<file path="config.mk">
export PLATFORM = sky130hd
export DESIGN_NAME = lvl_nest_intc
export DESIGN_NICKNAME = d
export VERILOG_FILES = /design/src/rtl/intc_pkg.sv /design/src/rtl/intc_src_merge.sv /design/src/rtl/intc_pick.sv /design/src/rtl/intc_lvl_stack.sv /design/src/rtl/lvl_nest_intc.sv
export SDC_FILE = /design/constraint.sdc
export NUM_CORES = 1
export LEC_CHECK = 0
export ABC_CLOCK_PERIOD_IN_PS = 18570
export BUFFER_PORTS_ARGS = -buffer_cell sky130_fd_sc_hd__buf_2
export CAP_MARGIN = 20
export CORE_UTILIZATION = 40
export CTS_CLUSTER_SIZE = 12
export DETAILED_ROUTE_END_ITERATION = 10
export HOLD_SLACK_MARGIN = 0.06
export PLACE_DENSITY = 0.73
export SKIP_CTS_REPAIR_TIMING = 1
export SLEW_MARGIN = 20
export SYNTH_ARGS = -nofsm -noshare
export SYNTH_HDL_FRONTEND = slang
export SYNTH_SLANG_ARGS = --single-unit
export TNS_END_PERCENT = 50
</file>
<file path="constraint.sdc">
create_clock -name clk -period 18.57 [get_ports clk]
set_clock_uncertainty 0.2 [all_clocks]
set_input_delay 5.571 -clock clk [delete_from_list [all_inputs] [get_ports clk]]
set_output_delay 5.571 -clock clk [all_outputs]
set_load 0.02 [all_outputs]
</file>
<file path="src/rtl/intc_pkg.sv">
package intc_pkg;

   typedef enum logic [1:0] {
      LVL_NONE = 2'd0,
      LVL_L    = 2'd1,
      LVL_H    = 2'd2,
      LVL_X    = 2'd3
   } lvl_e;

   localparam int NUM_LEVELS = 3;

endpackage

</file>
<file path="src/rtl/intc_src_merge.sv">
module intc_src_merge #(
   parameter int NUM_VEC     = 10,
   parameter int SRC_PER_VEC = 3
) (
   input  logic [NUM_VEC*SRC_PER_VEC-1:0] src_i,
   output logic [NUM_VEC-1:0]             req_o
);

   if (NUM_VEC < 1)     $error("intc_src_merge: NUM_VEC must be at least 1");
   if (SRC_PER_VEC < 1) $error("intc_src_merge: SRC_PER_VEC must be at least 1");

   for (genvar v = 0; v < NUM_VEC; v++) begin : g_vec
      if (SRC_PER_VEC == 1) begin : g_single
         assign req_o[v] = src_i[v];
      end else begin : g_or
         assign req_o[v] = |src_i[v*SRC_PER_VEC +: SRC_PER_VEC];
      end
   end

endmodule

</file>
<file path="src/rtl/intc_pick.sv">
module intc_pick
   import intc_pkg::*;
#(
   parameter int NUM_VEC = 10,
   parameter int NUM_TOP = 2,
   parameter int IDX_W   = 4
) (
   input  logic [NUM_VEC-1:0] req_i,
   input  logic [NUM_VEC-1:0] raise_i,
   input  lvl_e               cur_i,
   output logic               any_o,
   output logic [IDX_W-1:0]   idx_o,
   output lvl_e               lvl_o
);

   if (NUM_TOP > NUM_VEC) $error("intc_pick: NUM_TOP exceeds NUM_VEC");
   if ((1 << IDX_W) < NUM_VEC) $error("intc_pick: IDX_W too narrow");

   lvl_e               eff [NUM_VEC];
   logic [NUM_VEC-1:0] elig;

   for (genvar v = 0; v < NUM_VEC; v++) begin : g_lvl
      if (v < NUM_TOP) begin : g_top
         assign eff[v] = raise_i[v] ? LVL_X : LVL_L;
      end else begin : g_mid
         assign eff[v] = raise_i[v] ? LVL_H : LVL_L;
      end
      assign elig[v] = req_i[v] && (eff[v] > cur_i);
   end

   // Scan from the top index downwards; ">=" lets a lower index
   // replace an equal-level winner, so the lowest index wins a tie.
   always_comb begin
      any_o = |elig;
      idx_o = '0;
      lvl_o = LVL_NONE;
      for (int v = NUM_VEC - 1; v >= 0; v--) begin
         if (elig[v] && (eff[v] >= lvl_o)) begin
            idx_o = IDX_W'(v);
            lvl_o = eff[v];
         end
      end
   end

endmodule

</file>
<file path="src/rtl/intc_lvl_stack.sv">
module intc_lvl_stack
   import intc_pkg::*;
#(
   parameter int DEPTH = 3
) (
   input  logic clk,
   input  logic rst_n,
   input  logic push_i,
   input  logic pop_i,
   input  lvl_e din_i,
   output lvl_e top_o,
   output logic empty_o
);

   if (DEPTH < 1) $error("intc_lvl_stack: DEPTH must be at least 1");

   localparam int CNT_W = $clog2(DEPTH + 1);

   lvl_e             ent [DEPTH];
   logic [CNT_W-1:0] cnt_q;

   always_ff @(posedge clk or negedge rst_n) begin
      if (!rst_n) begin
         for (int k = 0; k < DEPTH; k++) ent[k] <= LVL_NONE;
         cnt_q <= '0;
      end else if (push_i && pop_i) begin
         ent[0] <= din_i;
      end else if (push_i) begin
         ent[0] <= din_i;
         for (int k = 1; k < DEPTH; k++) ent[k] <= ent[k-1];
         cnt_q <= cnt_q + CNT_W'(1);
      end else if (pop_i) begin
         for (int k = 0; k < DEPTH - 1; k++) ent[k] <= ent[k+1];
         ent[DEPTH-1] <= LVL_NONE;
         cnt_q <= cnt_q - CNT_W'(1);
      end
   end

   assign top_o   = ent[0];
   assign empty_o = (cnt_q == '0);

   // nesting never pushes past the stack depth
   a_r7_no_overflow: assert property (@(posedge clk) disable iff (!rst_n)
      (push_i && !pop_i) |-> (cnt_q < CNT_W'(DEPTH)));

   // a restore is only issued when a level is saved
   a_r8_no_underflow: assert property (@(posedge clk) disable iff (!rst_n)
      pop_i |-> (cnt_q != '0));

endmodule

</file>
<file path="src/rtl/lvl_nest_intc.sv">
module lvl_nest_intc
   import intc_pkg::*;
#(
   parameter int NUM_VEC     = 10,
   parameter int NUM_TOP     = 2,
   parameter int SRC_PER_VEC = 3,
   parameter int ADDR_W      = 8,
   parameter int VEC_BASE    = 3,
   parameter int VEC_STRIDE  = 8,
   parameter int STK_DEPTH   = 3
) (
   input  logic                           clk,
   input  logic                           rst_n,
   input  logic                           glob_en_i,
   input  logic [NUM_VEC*SRC_PER_VEC-1:0] src_req_i,
   input  logic [NUM_VEC-1:0]             raise_cfg_i,
   input  logic                           ack_i,
   input  logic                           reti_i,
   output logic                           irq_o,
   output logic [ADDR_W-1:0]              vec_addr_o,
   output logic [1:0]                     cur_lvl_o
);

   localparam int IDX_W    = (NUM_VEC > 1) ? $clog2(NUM_VEC) : 1;
   localparam int LAST_ADR = VEC_BASE + VEC_STRIDE * (NUM_VEC - 1);

   if (STK_DEPTH < NUM_LEVELS) $error("lvl_nest_intc: STK_DEPTH below nesting depth");
   if (LAST_ADR >= (1 << ADDR_W)) $error("lvl_nest_intc: vector table exceeds ADDR_W");
   if (NUM_TOP > NUM_VEC) $error("lvl_nest_intc: NUM_TOP exceeds NUM_VEC");

   logic [NUM_VEC-1:0] vec_req;
   logic               win_any;
   logic [IDX_W-1:0]   win_idx;
   lvl_e               win_lvl;

   logic               irq_q;
   logic [IDX_W-1:0]   idx_q;
   lvl_e               pend_q;
   lvl_e               cur_q;

   lvl_e               stk_top;
   logic               stk_empty;
   logic               take;
   logic               pop_eff;
   lvl_e               restored;

   intc_src_merge #(
      .NUM_VEC     (NUM_VEC),
      .SRC_PER_VEC (SRC_PER_VEC)
   ) u_merge (
      .src_i (src_req_i),
      .req_o (vec_req)
   );

   intc_pick #(
      .NUM_VEC (NUM_VEC),
      .NUM_TOP (NUM_TOP),
      .IDX_W   (IDX_W)
   ) u_pick (
      .req_i   (vec_req),
      .raise_i (raise_cfg_i),
      .cur_i   (cur_q),
      .any_o   (win_any),
      .idx_o   (win_idx),
      .lvl_o   (win_lvl)
   );

   assign take     = ack_i && irq_q;
   assign pop_eff  = reti_i && !stk_empty;
   assign restored = pop_eff ? stk_top : cur_q;

   intc_lvl_stack #(
      .DEPTH (STK_DEPTH)
   ) u_stack (
      .clk     (clk),
      .rst_n   (rst_n),
      .push_i  (take),
      .pop_i   (pop_eff),
      .din_i   (restored),
      .top_o   (stk_top),
      .empty_o (stk_empty)
   );

   // Offer register: frozen while raised and enabled, re-evaluated otherwise.
   always_ff @(posedge clk or negedge rst_n) begin
      if (!rst_n) begin
         irq_q  <= 1'b0;
         idx_q  <= '0;
         pend_q <= LVL_NONE;
      end else if (take) begin
         irq_q  <= 1'b0;
      end else if (irq_q && glob_en_i) begin
         irq_q  <= 1'b1;
      end else begin
         irq_q  <= glob_en_i && win_any;
         idx_q  <= win_idx;
         pend_q <= win_lvl;
      end
   end

   always_ff @(posedge clk or negedge rst_n) begin
      if (!rst_n) cur_q <= LVL_NONE;
      else        cur_q <= take ? pend_q : restored;
   end

   assign irq_o      = irq_q;
   assign vec_addr_o = ADDR_W'(VEC_BASE) + ADDR_W'(idx_q) * ADDR_W'(VEC_STRIDE);
   assign cur_lvl_o  = cur_q;

   // an offer always outranks the level in service
   a_r3_offer_above: assert property (@(posedge clk) disable iff (!rst_n)
      irq_q |-> (pend_q > cur_q));

   // a pending offer keeps its vector until taken
   a_r6_vec_hold: assert property (@(posedge clk) disable iff (!rst_n)
      (irq_q && !ack_i && glob_en_i) |=> (irq_q && $stable(vec_addr_o)));

   // acceptance withdraws the offer
   a_r7_ack_drops: assert property (@(posedge clk) disable iff (!rst_n)
      (irq_q && ack_i) |=> !irq_q);

   // nothing saved exactly when nothing in service
   a_r8_empty_none: assert property (@(posedge clk) disable iff (!rst_n)
      stk_empty == (cur_q == LVL_NONE));

   // a disabled controller raises nothing
   a_r10_mask: assert property (@(posedge clk) disable iff (!rst_n)
      !glob_en_i |=> !irq_q);

endmodule

</file>
[Word level (Yosys, flattened, before mapping)]
Index checks and enable logic that the tools add are counted.
Storage, ports and cells
  bits of input ports: 45
  flip-flop bits (word level): 17
  word-level logic and storage cells: 115
Cells by class
  order comparisons: 20
  bitwise operators: 3
  mux-type cells: 39
  add/subtract/negate cells: 3
  reductions and logical operators: 42
Operators with widths (number)
  $mux W2: 25
  $mux W4: 10
  $reduce_or A3 Y1: 10
  $logic_and A1 B1 Y1: 25
  $gt A2 B2 Y1: 10
  $ge A2 B2 Y1: 9
  $mux W6: 2
  $reduce_or A10 Y1: 1
  $add A2 B7 Y8 const A: 1
  $reduce_and A2 Y1: 2
  $not A1 Y1: 3
  $reduce_bool A3 Y1: 1
  $add A2 B1 Y2 const B: 1
  $ge A2 B1 Y1 const B: 1
  $logic_not A2 Y1: 1
  $mux W1: 2
  $reduce_bool A2 Y1: 1
  $sub A2 B1 Y2 const B: 1
  $logic_not A1 Y1: 1

[Longest topological paths before layout]
  depth in word-level cells: 32
  mapped depth: 61
  depth with buffers taken out: 60

[Hierarchy]
A second synthesis with hierarchy kept.
Second synthesis, totals
  cell total of the unflattened synthesis: 242
  area total of the unflattened synthesis: 2124.5 um^2
Modules (own cells, without submodules)
  intc_pick: instances 1, area an instance 1213.7 um^2, cells an instance 159
  lvl_nest_intc: instances 1, area an instance 436.7 um^2, cells an instance 33
  intc_lvl_stack: instances 1, area an instance 411.6 um^2, cells an instance 40
  intc_src_merge: instances 1, area an instance 62.6 um^2, cells an instance 10

[Worst setup path after synthesis]
No wires, ideal clock.
  kind: input -> register
  start: in raise_cfg_i[9]
  end: reg idx_q[0]
  required time: 18.249 ns
  library setup time: 0.121 ns
  stages: 55
  path buffers: 1
  arrival time: 14.686 ns
  slack: 3.563 ns
  cells stage by stage: ha_1 > and2b_1 > o2111ai_1 > inv_1 > ha_1 > nand2b_1 > a21oi_1 > nor2_1 > o21ai_0 > ha_1 > nand2b_1 > nor2_1 > nor3b_2 > o221ai_2 > inv_1 > ha_1 > nand2b_1 > a21oi_1 > [19 not listed] > a32oi_1 > ha_1 > nand2b_1 > a21oi_1 > nor2_1 > inv_1 > nor2_1 > a21oi_1 > ha_1 > and2_2 > a21o_1 > a21oi_1 > o2bb2ai_2 > ha_1 > o21ai_0 > a31oi_2 > nor2_1 > a22o_1
Between the ends
  longest elaborated chain between the ends: 32
  elaborated cells on any way between the ends: 42
  classes of those cells: order compare (11); mux (20); reduce/logical (11)
Ends and longest elaborated chain
  start, declared: RTL line lvl_nest_intc.sv:16  | input logic [NUM_VEC-1:0] raise_cfg_i,
  $mux W2 *: RTL line intc_pick.sv:26  | assign eff[v] = raise_i[v] ? LVL_H : LVL_L;
  $gt A2 B2 Y1: RTL line intc_pick.sv:28  | assign elig[v] = req_i[v] && (eff[v] > cur_i);
  $logic_and A1 B1 Y1: RTL line intc_pick.sv:28
  $logic_and A1 B1 Y1: RTL line intc_pick.sv:38  | if (elig[v] && (eff[v] >= lvl_o)) begin
  $mux W2: RTL line intc_pick.sv:38
  $ge A2 B2 Y1: RTL line intc_pick.sv:38
  $logic_and A1 B1 Y1: RTL line intc_pick.sv:38
  $mux W2: RTL line intc_pick.sv:38
  [16 not listed]
  $logic_and A1 B1 Y1: RTL line intc_pick.sv:38
  $mux W2: RTL line intc_pick.sv:38
  $ge A2 B2 Y1: RTL line intc_pick.sv:38
  $logic_and A1 B1 Y1: RTL line intc_pick.sv:38
  $mux W2: RTL line intc_pick.sv:38
  $ge A2 B2 Y1: RTL line intc_pick.sv:38
  $logic_and A1 B1 Y1: RTL line intc_pick.sv:38
  $mux W4 *: RTL line intc_pick.sv:38
  end signal, assigned: RTL line lvl_nest_intc.sv:96  | idx_q <= win_idx;
  end, declared: RTL line lvl_nest_intc.sv:37  | logic [IDX_W-1:0] idx_q;
Mark *: on every way between the ends. The rest lies on a longest branch, timed or not.
A chain may end at the register's enable or synchronous reset.

[Worst setup path in the final report]
Ends and elaborated chain as after synthesis.

==> results.json <==
{
  "cts.sinks": 17,
  "drt_pass1_iterations": 4,
  "route.antenna.remaining_nets": 0,
  "grt_util_all_layers_pct": 17.1,
  "port_buffers": 51,
  "post_route_cells_drive_above_1_share_pct": 23.6,
  "cp_common_cell": "sky130_fd_sc_hd__ha_1",
  "cp_data_arrival_time_ps": 15910,
  "worst_r2r_path_depth": 58,
  "cp_data_required_time_ps": 18510,
  "final_net_count": 397,
  "timing.fmax_mhz": 62.6,
  "rr_endpoint": "idx_q[0]$_DFFE_PN0P_",
  "worstHoldEndpoint": "u_stack.cnt_q[1]$_DFFE_PN0P_",
  "die_height_um": 75.9,
  "insertedDiodeCount": 0,
  "finalPower_w": 0.000498,
  "worst_pin_slew_ps": 845,
  "post-route-min-period_ps": 15970,
  "core_region_area_um2": 5170,
  "slew_viol_final": 0,
  "grt_max_degree": 18,
  "core.rowCount": 26,
  "placedCellCount": 384,
  "wirelength_um": 4770,
  "sequential_area_share_after_synthesis_pct": 19.5,
  "cts.path.max_buffers": 2,
  "global_route.overflow_total": 0,
  "cellPowerDensity_nw_per_um2": 196,
  "worst_setup_path_end_kind": "register",
  "worst-setup-path-type": "in2reg",
  "initial_core_util_pct": 42.2,
  "clock_tree.htree_level_count": 1,
  "report.final.setup_viol": 0,
  "num_vias": 2106,
  "relative_max_transition_margin_pct": 43.7,
  "layout.filler_cells": 490,
  "post-route-drc-count": 0,
  "setup.reg_to_reg.worst_slack_ps": 7270,
  "timing.final.hold_violations": 0,
  "critPathMaxFanout": 6,
  "syn_area_per_cell_um2": 8.17,
  "final-instance-count-excl-fill": 388,
  "grt_antenna_before_repair": 0,
  "areaGrowthSynthToFinish_pct": 16.6,
  "detail_route.iter0.violations": 87,
  "synth.distinct_cells": 61,
  "worst_hold_path.num_cells": 1,
  "grt_setup_unrepaired": "false",
  "gp_congestion": 0.907,
  "status": "completed",
  "via_count_of_the_first_global_routing_pass": 1832,
  "dp.final_hpwl_um": 3920,
  "tritoncts_clock_tree": "built",
  "worstHoldPathType": "reg2reg",
  "period_utilization_pct": 86.0,
  "post_drt_wl_per_cell_um": 12.3,
  "die_width_um": 75.9,
  "drv.max_cap_violation_count": 0,
  "synth-async-reset-ratio_pct": 100,
  "reg2reg_start": "cur_lvl_o[1]$_DFF_PN0_",
  "main_flop_type_after_synthesis": "sky130_fd_sc_hd__dfrtp_1",
  "ys_ff_latch": 17,
  "mappedNetlistArea_um2": 2180,
  "insertion_delay_ps": 250,
  "dieArea_um2": 5750,
  "cts_inserted_buffers": 3,
  "ctsRootBufferMaster": "sky130_fd_sc_hd__clkbuf_8",
  "timing.critical_path.slowest_cell_delay_ps": 410,
  "postSynthCellCount": 267,
  "holdCritStartpoint": "u_stack.cnt_q[1]$_DFFE_PN0P_",
  "cts.clk_slew.worst_paths_ps": 60,
  "p_leak_nw": 1.22,
  "synth_enable_flop_cells": 0,
  "grt_pass1_wl_um": 7760,
  "yosys_warnings": 0,
  "avgViaCountPerCell": 5.43,
  "setup-tns-final_ps": 0,
  "floorplan.io_pins": 56,
  "peakVddDrop_uv": 83.7,
  "critPathLaunchType": "primary input",
  "worst_path_max_delay_cell": "sky130_fd_sc_hd__or3_1"
}
==> report_power, final <==
part | switching, W | internal (W)
logic | 0.000237 | 0.000169
registers | 0.0000107 | 0.0000542
clock network | 0.0000115 | 0.0000152
==> critical path, delay by kind of cell <==
family | cells | cell delay, ps
AO/OA/AOI/OAI | 21 | 3870
adder cells (fa/ha/maj) | 10 | 2710
buffers and inverters | 4 | 440
AND/OR/NAND/NOR | 23 | 3310
==> worst max path at each step <==
stage | slack [ps] | from | endpoint | cells after the start
final | 2600 | raise_cfg_i[9] | idx_q[0]$_DFFE_PN0P_ | 58
after global routing | 1750 | raise_cfg_i[9] | pend_q[1]$_DFFE_PN0P_ | 57
after CTS | 2670 | raise_cfg_i[9] | idx_q[0]$_DFFE_PN0P_ | 58
after detailed placement | 2430 | raise_cfg_i[9] | idx_q[0]$_DFFE_PN0P_ | 57
after global placement | 2660 | raise_cfg_i[9] | idx_q[0]$_DFFE_PN0P_ | 57
after floorplan | 3560 | raise_cfg_i[9] | idx_q[0]$_DFFE_PN0P_ | 55
==> layout make-up <==
cell class	count	area (µm²)	share of cell area, %
clock buffers	4	45.0	1.77
flip-flops and latches	17	425	16.7
multi-input cells	229	1660	65.4
inverters	16	60.1	2.36
well taps	70	87.6	3.44
repair buffers	52	263	10.3
==> cell usage after synthesis (all sizes together), types with 2 or more instances <==
library cell	instances	share of area (%)
nor2	25	4.4
o21ai	17	3.9
a211oi	7	2.9
or3	7	2.5
ha	33	19
buf	4	1.4
a31oi	5	1.7
o211ai	3	1.0
mux2i	2	0.92
o221ai	2	1.1
a22oi	2	0.69
o31a	2	0.86
and2b	2	0.69
nor3	6	1.4
a21oi	22	6.2
a21boi	2	0.69
clkbuf	3	0.52
o211a	5	2.3
xor2	2	0.80
maj3	2	0.92
o2111ai	3	2.3
dfrtp	17	19
nand2	29	5.0
nor2b	7	2.0
a21o	7	2.4
conb	2	0.34
nor4	2	0.57
nand2b	8	2.3
inv	16	2.8
o31ai	4	1.6
o22ai	2	0.57
==> metal layers <==
layer | wire length, µm | track usage, %
met1 | 2330 | 22.5
met2 | 2230 | 30.9
met3 | 186 | 1.98
met4 | 22 | 1.23
met5 | 0 | 0
==> through the flow <==
| stage | hold slack, ps | area [µm²] | worst slack [ps] | utilization [%] |
|---|---|---|---|---|
| after floorplan | 240 | 2190 | 3560 | - |
| after global placement | 259 | 2500 | 2660 | 48.3 |
| after detailed placement | 268 | 2500 | 2430 | 48.3 |
| after CTS | 279 | 2540 | 2670 | 49.2 |
| after global routing | 286 | 2540 | 1750 | 49.2 |
| final | 275 | 2540 | 2600 | 49.2 |
==> flip-flops by register name (all words and copies together) (netlist names) <==
signal         flops
cur_lvl_o          2
idx_q              4
irq_o              1
pend_q             2
u_stack.cnt_q      2
u_stack.ent        4
u_stack.top_o      2
==> cells in the final DEF, fill, tap and decap left out, types with 3 or more instances in the layout <==
cell / count
sky130_fd_sc_hd__a21o_1: 7
sky130_fd_sc_hd__a31oi_1: 4
sky130_fd_sc_hd__ha_1: 33
sky130_fd_sc_hd__inv_1: 16
sky130_fd_sc_hd__o211ai_1: 3
sky130_fd_sc_hd__nor3_1: 6
sky130_fd_sc_hd__nor2b_1: 7
sky130_fd_sc_hd__or3_1: 5
sky130_fd_sc_hd__o21ai_1: 3
sky130_fd_sc_hd__nor2_1: 24
sky130_fd_sc_hd__conb_1: 4
sky130_fd_sc_hd__o21ai_0: 14
sky130_fd_sc_hd__buf_2: 51
sky130_fd_sc_hd__nand2b_1: 8
sky130_fd_sc_hd__a211oi_1: 5
sky130_fd_sc_hd__dfrtp_1: 17
sky130_fd_sc_hd__clkbuf_8: 3
sky130_fd_sc_hd__o211a_1: 3
sky130_fd_sc_hd__nand2_1: 29
sky130_fd_sc_hd__o31ai_1: 3
sky130_fd_sc_hd__a21oi_1: 19
==> kinds of logic (layout without fill, tap and decap cells) <==
| group | Yosys count | count (layout) | share of synthesized area [%] |
|---|---|---|---|
| AO/OA/AOI/OAI | 93 | 93 | 32.6 |
| flip-flops | 17 | 17 | 19.5 |
| multiplexers | 2 | 2 | 0.917 |
| XOR/XNOR | 3 | 3 | 1.20 |
| buffers and inverters | 23 | 72 | 4.64 |
| AND/OR/NAND/NOR | 92 | 92 | 21.0 |
| other | 2 | 4 | 0.344 |
| adder cells (fa/ha/maj) | 35 | 35 | 19.8 |
Note: power is estimated with default switching activity, not from simulation.
